$ cat src/rtl/cfg_i2c_pkg.sv
// Shared constants and the receive state type for the serial configuration target.
package cfg_i2c_pkg;
    localparam int BYTE_W     = 8;
    localparam int DEV_ADDR_W = 7;

    typedef enum logic [2:0] {
        RX_IDLE,      // waiting for START
        RX_ADDR,      // shifting in the address byte
        RX_ADDR_ACK,  // driving the address acknowledge
        RX_CMD,       // shifting in the command byte
        RX_CMD_ACK,   // driving the command acknowledge
        RX_HOLD       // command staged, later bytes ignored until STOP/START
    } rx_state_t;
endpackage

$ cat src/rtl/cfg_i2c_bus_mon.sv
// Synchronises SCL and SDA into clk and derives bus events.
// Assumes the bus is idle-high at reset and much slower than clk.
// A STOP is suppressed when a START occurred earlier in the same SCL-high interval.
module cfg_i2c_bus_mon #(
    parameter int SYNC_STAGES = 2
) (
    input  logic clk,
    input  logic rst_n,
    input  logic scl_i,
    input  logic sda_i,
    output logic scl_s,
    output logic sda_s,
    output logic scl_rise,
    output logic scl_fall,
    output logic start_ok,
    output logic stop_ok
);
    localparam int LINES = 2;  // index 0 = SCL, 1 = SDA

    logic [LINES-1:0] raw_lines;
    logic [LINES-1:0] synced;
    logic [LINES-1:0] prev;
    logic             start_seen_high;
    logic             start_raw;
    logic             stop_raw;

    assign raw_lines = {sda_i, scl_i};

    generate
        for (genvar g = 0; g < LINES; g++) begin : g_line
            logic [SYNC_STAGES-1:0] chain;
            // Purpose: metastability chain for one bus line, idle-high in reset.
            always_ff @(posedge clk) begin
                if (!rst_n) chain <= '1;
                else        chain <= {chain[SYNC_STAGES-2:0], raw_lines[g]};
            end
            assign synced[g] = chain[SYNC_STAGES-1];
        end
    endgenerate

    // Purpose: one-cycle history of the synchronised lines for edge detection.
    always_ff @(posedge clk) begin
        if (!rst_n) prev <= '1;
        else        prev <= synced;
    end

    assign scl_s     = synced[0];
    assign sda_s     = synced[1];
    assign scl_rise  = synced[0] & ~prev[0];
    assign scl_fall  = ~synced[0] & prev[0];
    assign start_raw = synced[0] & prev[0] & prev[1] & ~synced[1];
    assign stop_raw  = synced[0] & prev[0] & ~prev[1] & synced[1];

    // Purpose: remember a START until SCL next falls, to veto a STOP in the same high.
    always_ff @(posedge clk) begin
        if (!rst_n)         start_seen_high <= 1'b0;
        else if (scl_fall)  start_seen_high <= 1'b0;
        else if (start_raw) start_seen_high <= 1'b1;
    end

    assign start_ok = start_raw;
    assign stop_ok  = stop_raw & ~start_seen_high;
endmodule

$ cat src/rtl/cfg_i2c_rx.sv
// Byte receiver and acknowledge sequencer for a write-only target.
// Shifts bits on SCL rise, changes the pull-down only after SCL falls,
// stages one command byte per frame and requests a commit on a valid STOP.
module cfg_i2c_rx
    import cfg_i2c_pkg::*;
#(
    parameter logic [DEV_ADDR_W-1:0] DEV_ADDR = 7'h4D
) (
    input  logic              clk,
    input  logic              rst_n,
    input  logic              scl_rise,
    input  logic              scl_fall,
    input  logic              sda_s,
    input  logic              start_ok,
    input  logic              stop_ok,
    output logic              sda_pull,
    output logic              commit,
    output logic [BYTE_W-1:0] staged
);
    localparam int CNT_W = $clog2(BYTE_W + 1);

    rx_state_t         state;
    logic [BYTE_W-1:0] shreg;
    logic [CNT_W-1:0]  bitcnt;
    logic              rw_q;
    logic              staged_valid;
    logic              byte_done;

    assign byte_done = (bitcnt == CNT_W'(BYTE_W));

    // Purpose: frame sequencing, bit shifting, acknowledge drive and commit request.
    always_ff @(posedge clk) begin
        if (!rst_n) begin
            state        <= RX_IDLE;
            shreg        <= '0;
            bitcnt       <= '0;
            rw_q         <= 1'b0;
            staged       <= '0;
            staged_valid <= 1'b0;
            sda_pull     <= 1'b0;
            commit       <= 1'b0;
        end else begin
            commit <= 1'b0;
            if (start_ok) begin
                state        <= RX_ADDR;
                bitcnt       <= '0;
                staged_valid <= 1'b0;
                sda_pull     <= 1'b0;
            end else if (stop_ok) begin
                commit       <= staged_valid;
                staged_valid <= 1'b0;
                state        <= RX_IDLE;
                sda_pull     <= 1'b0;
            end else begin
                case (state)
                    RX_ADDR, RX_CMD: begin
                        if (scl_rise && !byte_done) begin
                            shreg  <= {shreg[BYTE_W-2:0], sda_s};
                            bitcnt <= bitcnt + 1'b1;
                        end else if (scl_fall && byte_done) begin
                            if (state == RX_ADDR) begin
                                if (shreg[BYTE_W-1:1] == DEV_ADDR) begin
                                    sda_pull <= 1'b1;
                                    rw_q     <= shreg[0];
                                    state    <= RX_ADDR_ACK;
                                end else begin
                                    state <= RX_IDLE;
                                end
                            end else begin
                                sda_pull     <= 1'b1;
                                staged       <= shreg;
                                staged_valid <= 1'b1;
                                state        <= RX_CMD_ACK;
                            end
                        end
                    end
                    RX_ADDR_ACK: begin
                        if (scl_fall) begin
                            sda_pull <= 1'b0;
                            bitcnt   <= '0;
                            state    <= rw_q ? RX_IDLE : RX_CMD;
                        end
                    end
                    RX_CMD_ACK: begin
                        if (scl_fall) begin
                            sda_pull <= 1'b0;
                            state    <= RX_HOLD;
                        end
                    end
                    default: ;
                endcase
            end
        end
    end
endmodule

$ cat src/rtl/cfg_i2c_regbank.sv
// Bank of configuration fields with parameter reset values.
// Assumes commit is a single-cycle pulse; select codes beyond the bank match nothing.
module cfg_i2c_regbank #(
    parameter int                           NUM_REGS = 6,
    parameter int                           FIELD_W  = 5,
    parameter int                           SEL_W    = 3,
    parameter logic [NUM_REGS*FIELD_W-1:0]  DEFAULTS = '0
) (
    input  logic                          clk,
    input  logic                          rst_n,
    input  logic                          commit,
    input  logic [SEL_W+FIELD_W-1:0]      cmd,
    output logic [NUM_REGS*FIELD_W-1:0]   regs_o
);
    logic [SEL_W-1:0] sel;
    assign sel = cmd[SEL_W+FIELD_W-1:FIELD_W];

    generate
        for (genvar r = 0; r < NUM_REGS; r++) begin : g_field
            // Purpose: load default in reset, take the payload when this field is selected.
            always_ff @(posedge clk) begin
                if (!rst_n)
                    regs_o[r*FIELD_W +: FIELD_W] <= DEFAULTS[r*FIELD_W +: FIELD_W];
                else if (commit && (sel == SEL_W'(r)))
                    regs_o[r*FIELD_W +: FIELD_W] <= cmd[FIELD_W-1:0];
            end
        end
    endgenerate
endmodule

$ cat src/rtl/cfg_i2c_target.sv
// Write-only serial configuration target: bus monitor, receiver and field bank.
// Assumes an external pull-up on SDA; sda_pull_o enables the open-drain low drive.
module cfg_i2c_target
    import cfg_i2c_pkg::*;
#(
    parameter logic [DEV_ADDR_W-1:0]        DEV_ADDR    = 7'h4D,
    parameter int                           NUM_REGS    = 6,
    parameter int                           FIELD_W     = 5,
    parameter int                           SYNC_STAGES = 2,
    parameter logic [NUM_REGS*FIELD_W-1:0]  DEFAULTS    =
        {5'h10, 5'h02, 5'h0C, 5'h0C, 5'h1F, 5'h00}
) (
    input  logic                        clk,
    input  logic                        rst_n,
    input  logic                        scl_i,
    input  logic                        sda_i,
    output logic                        sda_pull_o,
    output logic [NUM_REGS*FIELD_W-1:0] cfg_regs_o
);
    localparam int SEL_W = BYTE_W - FIELD_W;

    logic              scl_s;
    logic              sda_s;
    logic              scl_rise;
    logic              scl_fall;
    logic              start_ok;
    logic              stop_ok;
    logic              commit;
    logic [BYTE_W-1:0] staged;

    cfg_i2c_bus_mon #(.SYNC_STAGES(SYNC_STAGES)) u_mon (
        .clk      (clk),
        .rst_n    (rst_n),
        .scl_i    (scl_i),
        .sda_i    (sda_i),
        .scl_s    (scl_s),
        .sda_s    (sda_s),
        .scl_rise (scl_rise),
        .scl_fall (scl_fall),
        .start_ok (start_ok),
        .stop_ok  (stop_ok)
    );

    cfg_i2c_rx #(.DEV_ADDR(DEV_ADDR)) u_rx (
        .clk      (clk),
        .rst_n    (rst_n),
        .scl_rise (scl_rise),
        .scl_fall (scl_fall),
        .sda_s    (sda_s),
        .start_ok (start_ok),
        .stop_ok  (stop_ok),
        .sda_pull (sda_pull_o),
        .commit   (commit),
        .staged   (staged)
    );

    cfg_i2c_regbank #(
        .NUM_REGS (NUM_REGS),
        .FIELD_W  (FIELD_W),
        .SEL_W    (SEL_W),
        .DEFAULTS (DEFAULTS)
    ) u_bank (
        .clk    (clk),
        .rst_n  (rst_n),
        .commit (commit),
        .cmd    (staged),
        .regs_o (cfg_regs_o)
    );
endmodule

$ cat config.mk
export PLATFORM = sky130hd
export DESIGN_NAME = cfg_i2c_target
export DESIGN_NICKNAME = d
export VERILOG_FILES = /design/src/rtl/cfg_i2c_pkg.sv /design/src/rtl/cfg_i2c_bus_mon.sv /design/src/rtl/cfg_i2c_rx.sv /design/src/rtl/cfg_i2c_regbank.sv /design/src/rtl/cfg_i2c_target.sv
export SDC_FILE = /design/constraint.sdc
export NUM_CORES = 1
export LEC_CHECK = 0
export BUFFER_PORTS_ARGS = -buffer_cell sky130_fd_sc_hd__buf_2
export CORE_ASPECT_RATIO = 1.5
export CORE_MARGIN = 3
export CORE_UTILIZATION = 40
export CTS_CLUSTER_DIAMETER = 50
export DETAILED_ROUTE_END_ITERATION = 10
export GPL_TIMING_DRIVEN = 0
export PLACE_DENSITY = 0.61
export SYNTH_ARGS = -nofsm -noshare
export SYNTH_HDL_FRONTEND = slang
export SYNTH_HIERARCHICAL = 1
export SYNTH_SLANG_ARGS = --single-unit
$ cat constraint.sdc
create_clock -name clk -period 2.4 [get_ports clk]
set_clock_uncertainty 0.05 [all_clocks]
set_input_delay 0.36 -clock clk [delete_from_list [all_inputs] [get_ports clk]]
set_output_delay 0.36 -clock clk [all_outputs]
set_load 0.05 [all_outputs]
After elaboration in Yosys (flattened, before gate mapping) --
Index checks and enable logic that the tools add are counted.
Storage, ports and cells: register bits after elaboration 64, input port bits 4, logic and storage cells 107
Operators by class: add/subtract/negate cells 1, equality and inequality tests 22, multiplexer cells 19, bitwise operators 18, reductions and logical operators 28
Operators by type and width (count):
- 2-to-1 mux 3 bit | 5
- AND reduction 5 bit | 3
- == test 3 x 2 -> 1 bit, second input constant | 4
- != test 4 x 3 -> 1 bit, second input constant | 3
- AND reduction 4 bit | 3
- != test 2 x 1 -> 1 bit, second input constant | 5
- inverter 1 bit | 10
- == test 3 bit, second input constant | 3
- one-hot mux 3 bit (3 select lines) | 1
- bitwise AND 1 bit | 8
- logical AND 1 bit | 8
- 2-to-1 mux 4 bit | 2
- one-hot mux 4 bit (2 select lines) | 1
- OR reduction 2 bit | 4
- == test 7 bit, second input constant | 1
- 2-to-1 mux 1 bit | 7
- AND reduction 7 bit | 1
- == test 3 x 1 -> 1 bit, second input constant | 2
- AND reduction 6 bit | 1
- OR reduction 3 bit | 2
- nonzero test 5 bit | 1
- adder 4 x 1 -> 4 bit, second input constant | 1
- == test 4 bit, second input constant | 1
- 2-to-1 mux 2 bit | 2
- other kinds (8) | 9

Depth between registers and ports, before layout --
Gate-level depths: netlist of run 1.
depth in word-level cells 8, depth in mapped cells 7, depth with buffers taken out 6

Modules after synthesis --
Netlist of run 1, hierarchy kept.
By module, submodules not included:
- cfg_i2c_rx | instances 1, cells an instance 142, area an instance 1306.3 sq um
- cfg_i2c_regbank | instances 1, cells an instance 115, area an instance 1197.4 sq um
- cfg_i2c_bus_mon | instances 1, cells an instance 22, area an instance 249.0 sq um

Worst setup path before layout of run 1 --
OpenSTA, ideal clock, no wires.
kind register to register, start point register u_mon.g_line[0].chain[1], end point register u_rx.staged[0], setup time 0.129 ns, data arrival time 1.510 ns, data required time 2.221 ns, slack 0.711 ns, stages on the path, launching flop included 7, cells stage by stage dfxtp_1 > nand2_2 > nor4b_2 > nor2_1 > nand4_1 > clkbuf_1 > o21ai_0
Between the ends: word-level cells in the longest chain between the ends 6, elaborated cells on any way between the ends 15
RTL lines:
- from (decl) | line cfg_i2c_bus_mon.sv:31 | logic [SYNC_STAGES-1:0] chain;
- from (signal assigned) | line cfg_i2c_bus_mon.sv:35 | else chain <= {chain[SYNC_STAGES-2:0], raw_lines[g]};
- bitwise AND 1 bit (3 in a row) | line cfg_i2c_bus_mon.sv:52 | assign stop_raw = synced[0] & prev[0] & ~prev[1] & synced[1];
- bitwise AND 1 bit | line cfg_i2c_bus_mon.sv:62 | assign stop_ok = stop_raw & ~start_seen_high;
- net stop_ok | line cfg_i2c_target.sv:27 | logic stop_ok;
- inverter 1 bit (no source line)
- AND reduction 6 bit (no source line)
- to (signal assigned) | line cfg_i2c_rx.sv:71 | staged <= shreg;
- to (decl) | line cfg_i2c_rx.sv:18 | output logic [BYTE_W-1:0] staged
The timed path passes the listed nets, and every way through them passes these cells. A chain may end at the register's enable or synchronous reset.

Worst setup path after layout of run 1 --
start point register u_mon.g_line[0].chain[1], end point register u_rx.staged[1]
The elaborated chain is that of the path after synthesis.

==> results.yml, run 1 <==
setup_path:
  startpoint_type: "register"
  worst-path-max-fanout: 10
  crit_chain: "nand2_2 -> nor4b_2 -> nor2_1 -> nand4_1 -> clkbuf_1 -> o21ai_0"
  required_ns: 2.55
  setup.worst_path.class: "register to register"
  crit_arrival_ns: 2.29
  max_stage_delay_ns: 0.56
  slowest_stage: "nor4b_2"
  crit_path_end_kind: "register"
sta:
  setup_viol_count_final: 0
  period_minus_slack_ns: 2.14
  tightest_slew_ns: 0.597
  fin_tns_setup_ns: 0
  slew_headroom_pct: 60.1
  fin_hold_ws_ns: 0.149
  fin_ws_ns: 0.258
  period_share_pct: 89.3
  slew_violations: 0
  hold_viol: 0
  fmax_mhz: 467
  rsz0062_at_grt: "false"
place:
  dpl.cell_count: 389
  place_area_mm2: 0.00302
  gp_congestion: 0.766
  portBuffers: 34
  hpwl_um: 4150
  dpl_worst_slack_ns: 0.234
yosys:
  avgSynthCellArea_um2: 9.87
  syn_nets: 285
  async_flop_share_pct: 0
  ys_warn_count: 6
  synth_common_cells: "dfxtp_1, mux2i_1, nand2_1, nor2b_1, o21ai_0"
  ys_ff_latch: 64
  synth_cells: 279
  synth.most_common_cell: "dfxtp_1"
  synth-edff-count: 0
  yosysSeqAreaShare_pct: 46.5
  yosysUniqueCellTypes: 47
  yosys.area.top_type: "dfxtp_1"
  synth_top_area_share_pct: 46.5
  synth_area_leaders: "dfxtp_1, mux2i_1, nor2b_1"
  ys.flop_type: "dfxtp_1"
  syn-cell-area_mm2: 0.00275
final_layout:
  post-route-util_pct: 49.2
  final_cells: 404
  synthToLayoutAreaGrowth_pct: 17.6
  drive_above_1_share_pct: 21.0
  final_area_mm2: 0.00324
  antenna_cells: 0
  fin_nets: 330
cts:
  cts_tree: "yes"
  postCtsSetupRepairBufs: 0
  post_cts_resized: 0
  cts-buffers-inserted: 9
  clock_path_buffers: 2
  hold_buffers: 0
  root_buffer: "clkbuf_8"
  numClockSinks: 64
  clk_pin_slew_ns: 0.07
  cts_max_level: 3
  clk_latency_ns: 0.33
route:
  ant_nets: 0
  vias: 2052
  drt_wl_total_um: 5540
  drt_iter0_drc: 57
  firstDrtPassIters: 4
  wl_per_cell_um: 13.7
  via_per_inst: 5.08
  drc_errors: 0
global_route:
  antenna_found_initial: 0
  grt_pass1_wl_um: 9200
  gr-total-overflow: 0
  grt_pass1_vias: 1928
  grt_usage_pct: 15.2
  grt_max_degree: 13
hold_path:
  hold_path.class: "input port to register"
floorplan:
  core_area_mm2: 0.00658
  die_x_um: 73.7
  start_util_pct: 41.9
  die_h_um: 108
  ioPinCount: 35
  rows: 36
  die_area_mm2: 0.00793
pwr:
  p_total_mw: 2.16
  power_density_mw_per_mm2: 666
  p_leak_nw: 1.37
  peakVddDrop_mv: 0.293
run:
  drv_cap: 0
run_status:
  status: "finished, final reports clean"
-- registers in the layout, indices dropped and copies added, names as in the netlist --
signal and count:
u_rx/staged 8, u_rx/bitcnt 4, u_rx/state 3, u_mon/g_line.chain 4, u_bank/regs_o 30, u_mon/start_seen_high 1, u_mon/prev 2, u_rx/commit 1
u_rx/shreg 8, u_rx/rw_q 1, u_rx/staged_valid 1, u_rx/sda_pull 1
-- cell type report --
| class | instances | area (um^2) |
|---|---|---|
| inverter | 4 | 15.0 |
| clock inverter | 3 | 65.1 |
| timing repair buffer | 34 | 170 |
| fill | 657 | 3340 |
| buffer | 18 | 104 |
| multi-input combinational | 193 | 1350 |
| tap | 76 | 95.1 |
| sequential | 64 | 1280 |
| clock buffer | 12 | 155 |
-- report_power, final --
part	switching (mW)	leakage, nW	internal, mW	total (mW)
sequential	0.00405	0.517	1.07	1.07
combinational	0.0372	0.740	0.0247	0.0619
clock	0.387	0.112	0.635	1.02
-- layer usage --
layer	vias to the layer above	part of all wire (%)	track usage (%)
met4	0	1.4	7.38
li1	1058	-	-
met1	943	41	16.6
met3	8	4.9	4.39
met2	43	52	26.1
met5	-	0	0
-- cells in the final DEF, fill, tap and decap left out, types with 4 or more instances in the layout --
master,n
clkbuf_1,9
inv_1,4
mux2i_1,39
a21oi_1,5
o21ai_0,14
nand2_1,35
nand2b_1,8
nor2_1,4
nor3b_1,4
nor2b_1,28
a31oi_1,4
nand3_1,9
buf_2,37
clkbuf_8,11
dfxtp_1,64
-- worst max-delay path: cells and delay by family (launching register included) --
family / cells / cell delay, ns
compound gates: 1 / 0.15
flops: 1 / 0.39
simple gates: 4 / 1.11
buf+inv: 1 / 0.32
-- path summary, 6_finish.rpt --
| path | from | to | slack (ns) | cells after the start |
|---|---|---|---|---|
| hold / removal | scl_i | u_mon/g_line[0].chain[0] | 0.15 | 2 |
| setup / recovery | u_mon/g_line[0].chain[1] | u_rx/staged[1] | 0.26 | 6 |
| setup reg to reg | u_mon/g_line[0].chain[1] | u_rx/staged[1] | 0.26 | 6 |
| hold reg to reg | u_mon/g_line[0].chain[0] | u_mon/g_line[0].chain[1] | 0.36 | 1 |
-- cells by family after synthesis --
| group | synth area share [%] |
|---|---|
| buf+inv | 4.32 |
| flops | 46.5 |
| simple gates | 27.0 |
| xor+xnor | 0.636 |
| compound gates | 6.36 |
| fa+ha+maj | 0.909 |
| mux | 14.2 |
Note: power is estimated with default switching activity, not from simulation.
==> run 2, diff against run 1 <==
--- a/config.mk
+++ b/config.mk
@@ -5,7 +5,7 @@
 export SDC_FILE = /design/constraint.sdc
 export NUM_CORES = 1
 export LEC_CHECK = 0
-export BUFFER_PORTS_ARGS = -buffer_cell sky130_fd_sc_hd__buf_2
+export BUFFER_PORTS_ARGS = -buffer_cell sky130_fd_sc_hd__buf_4
 export CORE_ASPECT_RATIO = 1.5
 export CORE_MARGIN = 3
 export CORE_UTILIZATION = 40
@@ -15,5 +15,4 @@
 export PLACE_DENSITY = 0.61
 export SYNTH_ARGS = -nofsm -noshare
 export SYNTH_HDL_FRONTEND = slang
-export SYNTH_HIERARCHICAL = 1
 export SYNTH_SLANG_ARGS = --single-unit
==> run 2 against run 1 <==
Compared with the run above:
- via count fell by 6.4%
- cell count fell by 6.7%
- synthesized cell count fell by 8.2%
- hold slack improved by 0.0087 ns
- register-to-register slack improved by 0.05 ns
- sequential share of layout area rose by 2.4 points
- power fell by 5.6%
- global-route usage rose by 0.67 points
- sequential power barely moved
==> results.yml, run 2 <==
run_status:
  status: "finished, final reports clean"
final_layout:
  mostFrequentLayoutCells: "dfxtp_1, mux2i_1, buf_4"
  synthToLayoutAreaGrowth_pct: 21.3
  top_regs: "u_bank.regs_o x30, u_rx.shreg x8, u_rx.staged x8"
  final_cells: 377
  mostFrequentLayoutCell: "dfxtp_1"
  drive_above_1_share_pct: 18.4
  post-route-util_pct: 51.3
  largest_reg_flops: 30
  fin_nets: 306
  final_area_mm2: 0.00305
  regMostFlops: "u_bank.regs_o"
  antenna_cells: 0
yosys:
  synth_top_area_share_pct: 50.9
  ys_warn_count: 0
  synth_compound_area_share_pct: 7.60
  yosysSeqAreaShare_pct: 50.9
  synth_simple_gate_area_share_pct: 20.1
  syn_nets: 262
  syn-cell-area_mm2: 0.00252
  avgSynthCellArea_um2: 9.84
  ys.flop_type: "dfxtp_1"
  synth_fa_ha_area_share_pct: 0.994
  synth_xor_area_share_pct: 0.695
  synth_top_family_by_area: "simple AND/OR/NAND/NOR gates"
  async_flop_share_pct: 0
  yosysUniqueCellTypes: 37
  synth_area_leaders: "dfxtp_1, mux2i_1, nor2_1"
  synth_common_cells: "dfxtp_1, mux2i_1, nor2_1, nand2_1, clkbuf_1"
  yosys.area.top_type: "dfxtp_1"
  ys_ff_latch: 64
  synth_cells: 256
  synth.most_common_cell: "dfxtp_1"
  synthMuxAreaShare_pct: 15.5
  synth-edff-count: 0
sta:
  fin_tns_setup_ns: 0
  slew_violations: 0
  rsz0062_at_grt: "false"
  hold_viol: 0
  slew_headroom_pct: 52.2
  period_minus_slack_ns: 2.09
  tightest_slew_ns: 0.715
  period_share_pct: 87.2
  setup_viol_count_final: 0
  fin_hold_ws_ns: 0.157
  fin_ws_ns: 0.307
  fmax_mhz: 478
cts:
  cts_max_level: 3
  cts_tree: "yes"
  numClockSinks: 64
  clk_latency_ns: 0.34
  cts-buffers-inserted: 9
  clk_pin_slew_ns: 0.07
  hold_buffers: 0
  clock_path_buffers: 2
  root_buffer: "clkbuf_8"
  postCtsSetupRepairBufs: 0
  post_cts_resized: 0
route:
  vias: 1921
  firstDrtPassIters: 4
  drt_iter0_drc: 69
  ant_nets: 0
  drt_wl_total_um: 5270
  drc_errors: 0
  wl_per_cell_um: 14.0
  via_per_inst: 5.10
hold_path:
  hold_path.class: "input port to register"
setup_path:
  crit_family: "simple AND/OR/NAND/NOR gates"
  crit_top_cell: "buf_6"
  crit_chain: "inv_1 -> ha_1 -> and3b_4 -> or4b_4 -> buf_6 -> buf_6 -> o2111ai_1 -> nand2_1"
  max_stage_delay_ns: 0.52
  slowest_stage: "or4b_4"
  required_ns: 2.58
  crit_buf_inv: 3
  worst-r2r-setup-slack_ns: 0.31
  worst-path-max-fanout: 10
  crit_arrival_ns: 2.27
  setup.worst_path.class: "register to register"
  startpoint_type: "register"
  crit_path_end_kind: "register"
floorplan:
  die_h_um: 103
  die_x_um: 70.8
  core_area_mm2: 0.00596
  rows: 34
  start_util_pct: 42.3
  die_area_mm2: 0.00730
  ioPinCount: 35
run:
  drv_cap: 0
pwr:
  power_density_mw_per_mm2: 666
  p_leak_nw: 1.24
  p_total_mw: 2.03
  peakVddDrop_mv: 0.331
place:
  portBuffers: 33
  dpl_worst_slack_ns: 0.294
  dpl.cell_count: 361
  gp_congestion: 0.737
  hpwl_um: 3740
  place_area_mm2: 0.00286
global_route:
  gr-total-overflow: 0
  grt_pass1_vias: 1848
  grt_max_degree: 12
  grt_usage_pct: 15.9
  grt_pass1_wl_um: 8880
  antenna_found_initial: 0
run 2: worst paths after layout:
path / start / end / depth (start not counted)
worst max-delay path: u_rx.bitcnt[0] / u_rx.bitcnt[3] / 8
worst min-delay path: sda_i / u_mon.g_line[1].chain[0] / 2
worst max register to register: u_rx.bitcnt[0] / u_rx.bitcnt[3] / 8
worst min register to register: u_mon.g_line[1].chain[0] / u_mon.g_line[1].chain[1] / 1
run 2: power by group:
group          total (mW)  internal (mW)  switching [mW]  leakage (nW)
registers            1.07           1.07         0.00523         0.517
logic              0.0455         0.0145          0.0310         0.626
clock network       0.917          0.506           0.410        0.0993
run 2: worst register-to-register path: stages, from the launching register on:
cell and delay, ns:
dfxtp_1 0.36, inv_1 0.08, ha_1 0.21, and3b_4 0.21, or4b_4 0.52, buf_6 0.15, buf_6 0.15, o2111ai_1 0.18
nand2_1 0.07
run 2: metal layers:
layer | wire, um | up-vias | part of all wire [%] | track usage (%)
met3 | 245 | 14 | 4.6 | 5.51
met2 | 2620 | 38 | 50 | 27.7
li1 | - | 977 | - | -
met5 | 0 | - | 0 | 0
met4 | 134 | 0 | 2.5 | 8.10
met1 | 2270 | 892 | 43 | 16.9
run 2: cells by family after synthesis:
logic type,after synthesis
fa+ha+maj,2
compound gates,27
flops,64
simple gates,98
mux,39
xor+xnor,2
buf+inv,24
run 2: final cells by class:
| cell class | instances | area (um^2) |
|---|---|---|
| clock inverter | 5 | 56.3 |
| timing repair buffer | 33 | 248 |
| multi-input combinational | 168 | 1130 |
| tap | 72 | 90.1 |
| sequential | 64 | 1280 |
| buffer | 16 | 76.3 |
| clock buffer | 11 | 141 |
| inverter | 8 | 30.0 |
| fill | 589 | 2900 |
==> run 3, diff against run 2 <==
--- a/config.mk
+++ b/config.mk
@@ -13,6 +13,8 @@
 export DETAILED_ROUTE_END_ITERATION = 10
 export GPL_TIMING_DRIVEN = 0
 export PLACE_DENSITY = 0.61
+export RECOVER_POWER = 100
+export SLEW_MARGIN = 40
 export SYNTH_ARGS = -nofsm -noshare
 export SYNTH_HDL_FRONTEND = slang
 export SYNTH_SLANG_ARGS = --single-unit
==> constraint.sdc (replaced) <==
create_clock -name clk -period 2.3 [get_ports clk]
set_clock_uncertainty 0.05 [all_clocks]
set_input_delay 0.345 -clock clk [delete_from_list [all_inputs] [get_ports clk]]
set_output_delay 0.345 -clock clk [all_outputs]
set_load 0.05 [all_outputs]
==> run 3 against run 2 <==
Compared with the run above:
- first-iteration DRC count grew 12%
- via count shrank 0.31%
- sequential share of layout area grew 1.8 points
- clock power grew 4.5%
- critical path depth is the same
- cell count is the same
- sequential power grew 5%
- die area is the same
- core utilization shrank 2.1 points
- register-to-register slack lost 0.098 ns
- wire length grew 0.70%
- cell area shrank 4.2%
==> results.yml, run 3 (same netlist as run 2, synthesis figures left out) <==
pwr:
  p_total_mw: 2.12
  peakVddDrop_mv: 0.346
  power_density_mw_per_mm2: 726
  p_leak_nw: 1.12
sta:
  fin_ws_ns: 0.209
  hold_viol: 0
  fin_hold_ws_ns: 0.144
  fin_tns_setup_ns: 0
  fmax_mhz: 478
  rsz0062_at_grt: "false"
  slew_violations: 0
  setup_viol_count_final: 0
  slew_headroom_pct: 42.2
  period_share_pct: 90.9
  tightest_slew_ns: 0.860
  period_minus_slack_ns: 2.09
setup_path:
  crit_family: "simple AND/OR/NAND/NOR gates"
  worst-path-max-fanout: 10
  required_ns: 2.48
  crit_path_end_kind: "register"
  max_stage_delay_ns: 0.52
  slowest_stage: "or4b_4"
  crit_arrival_ns: 2.27
  crit_top_cell: "buf_6"
  startpoint_type: "register"
  crit_chain: "inv_1 -> ha_1 -> and3b_4 -> or4b_4 -> buf_6 -> buf_6 -> o2111ai_1 -> nand2_1"
  setup.worst_path.class: "register to register"
  crit_buf_inv: 3
final_layout:
  drive_above_1_share_pct: 7.54
  synthToLayoutAreaGrowth_pct: 16.2
  largest_reg_flops: 30
  nFillCells: 623
  mostFrequentLayoutCell: "dfxtp_1"
  mostFrequentLayoutCells: "dfxtp_1, clkbuf_1, mux2i_1"
  post-route-util_pct: 49.1
  fin_nets: 306
  regMostFlops: "u_bank.regs_o"
  top_regs: "u_bank.regs_o x30, u_rx.shreg x8, u_rx.staged x8"
  antenna_cells: 0
route:
  drt_wl_total_um: 5310
  vias: 1915
  ant_nets: 0
  via_per_inst: 5.08
  wl_per_cell_um: 14.1
  drc_errors: 0
  firstDrtPassIters: 4
  drt_iter0_drc: 77
run:
  drv_cap: 0
cts:
  cts-buffers-inserted: 9
  cts_max_level: 3
  clk_latency_ns: 0.34
  hold_buffers: 0
  cts_tree: "yes"
  postCtsSetupRepairBufs: 0
  clk_pin_slew_ns: 0.07
  root_buffer: "clkbuf_8"
  numClockSinks: 64
  post_cts_resized: 0
  clock_path_buffers: 2
floorplan:
  die_h_um: 103
  ioPinCount: 35
  rows: 34
  core_area_mm2: 0.00596
  start_util_pct: 42.3
  die_x_um: 70.8
  die_area_mm2: 0.00730
global_route:
  grt_max_degree: 12
  gr-total-overflow: 0
  grt_usage_pct: 15.9
  grt_pass1_vias: 1848
  grt_pass1_wl_um: 8880
  antenna_found_initial: 0
place:
  gp_congestion: 0.737
  hpwl_um: 3740
  dpl_worst_slack_ns: 0.194
  portBuffers: 33
hold_path:
  hold_path.class: "input port to register"
run_status:
  status: "finished, final reports clean"
-- run 3: cell types whose count changed in the layout (fill, tap and decap cells not counted), moves of 8 or more --
cell,before,now
o21ai_0,1,9
clkbuf_1,14,45
buf_4,33,2
o21ai_1,8,0
-- run 3: cell type report --
class	count	area [um^2]	share of cell area (%)
Clock buffer	11	141	4.83
Timing Repair Buffer	33	131	4.49
Buffer	16	76.3	2.61
Tap cell	72	90.1	3.08
Inverter	8	30.0	1.03
Sequential cell	64	1280	43.8
Clock inverter	5	56.3	1.92
Multi-Input combinational cell	168	1120	38.3
-- run 3: layer usage --
metal	vias to the layer above	part of all wire, %	track usage (%)
met2	37	49	27.7
li1	976	-	-
met3	14	4.7	5.51
met4	0	2.6	8.10
met5	-	0	0
met1	888	44	16.9
-- run 3: stage by stage --
| stage | std cells | cell area (um^2) |
|---|---|---|
| after detailed placement | 361 | 2860 |
| after global routing | 377 | 2930 |
| after CTS | 377 | 3050 |
| after floorplan | 256 | 2520 |
| final | 377 | 2930 |
| after global placement | 361 | 2860 |
-- run 3: worst register-to-register path, stage by stage, from the launching register on --
cell and delay (ns):
dfxtp_1 0.36, inv_1 0.08, ha_1 0.21, and3b_4 0.21, or4b_4 0.52, buf_6 0.15
buf_6 0.14, o2111ai_1 0.18, nand2_1 0.07
-- run 3: final timing paths --
kind	end	cells after the start	slack, ns	start
setup / recovery	u_rx.bitcnt[3]	8	0.21	u_rx.bitcnt[0]
setup reg to reg	u_rx.bitcnt[3]	8	0.21	u_rx.bitcnt[0]
hold / removal	u_mon.g_line[1].chain[0]	2	0.14	sda_i
hold reg to reg	u_mon.g_line[1].chain[1]	1	0.36	u_mon.g_line[1].chain[0]
-- run 3: report_power, final --
group          switching [mW]  leakage (nW)  internal [mW]
registers             0.00545         0.517           1.11
clock network           0.430        0.0993          0.528
logic                  0.0321         0.507         0.0151
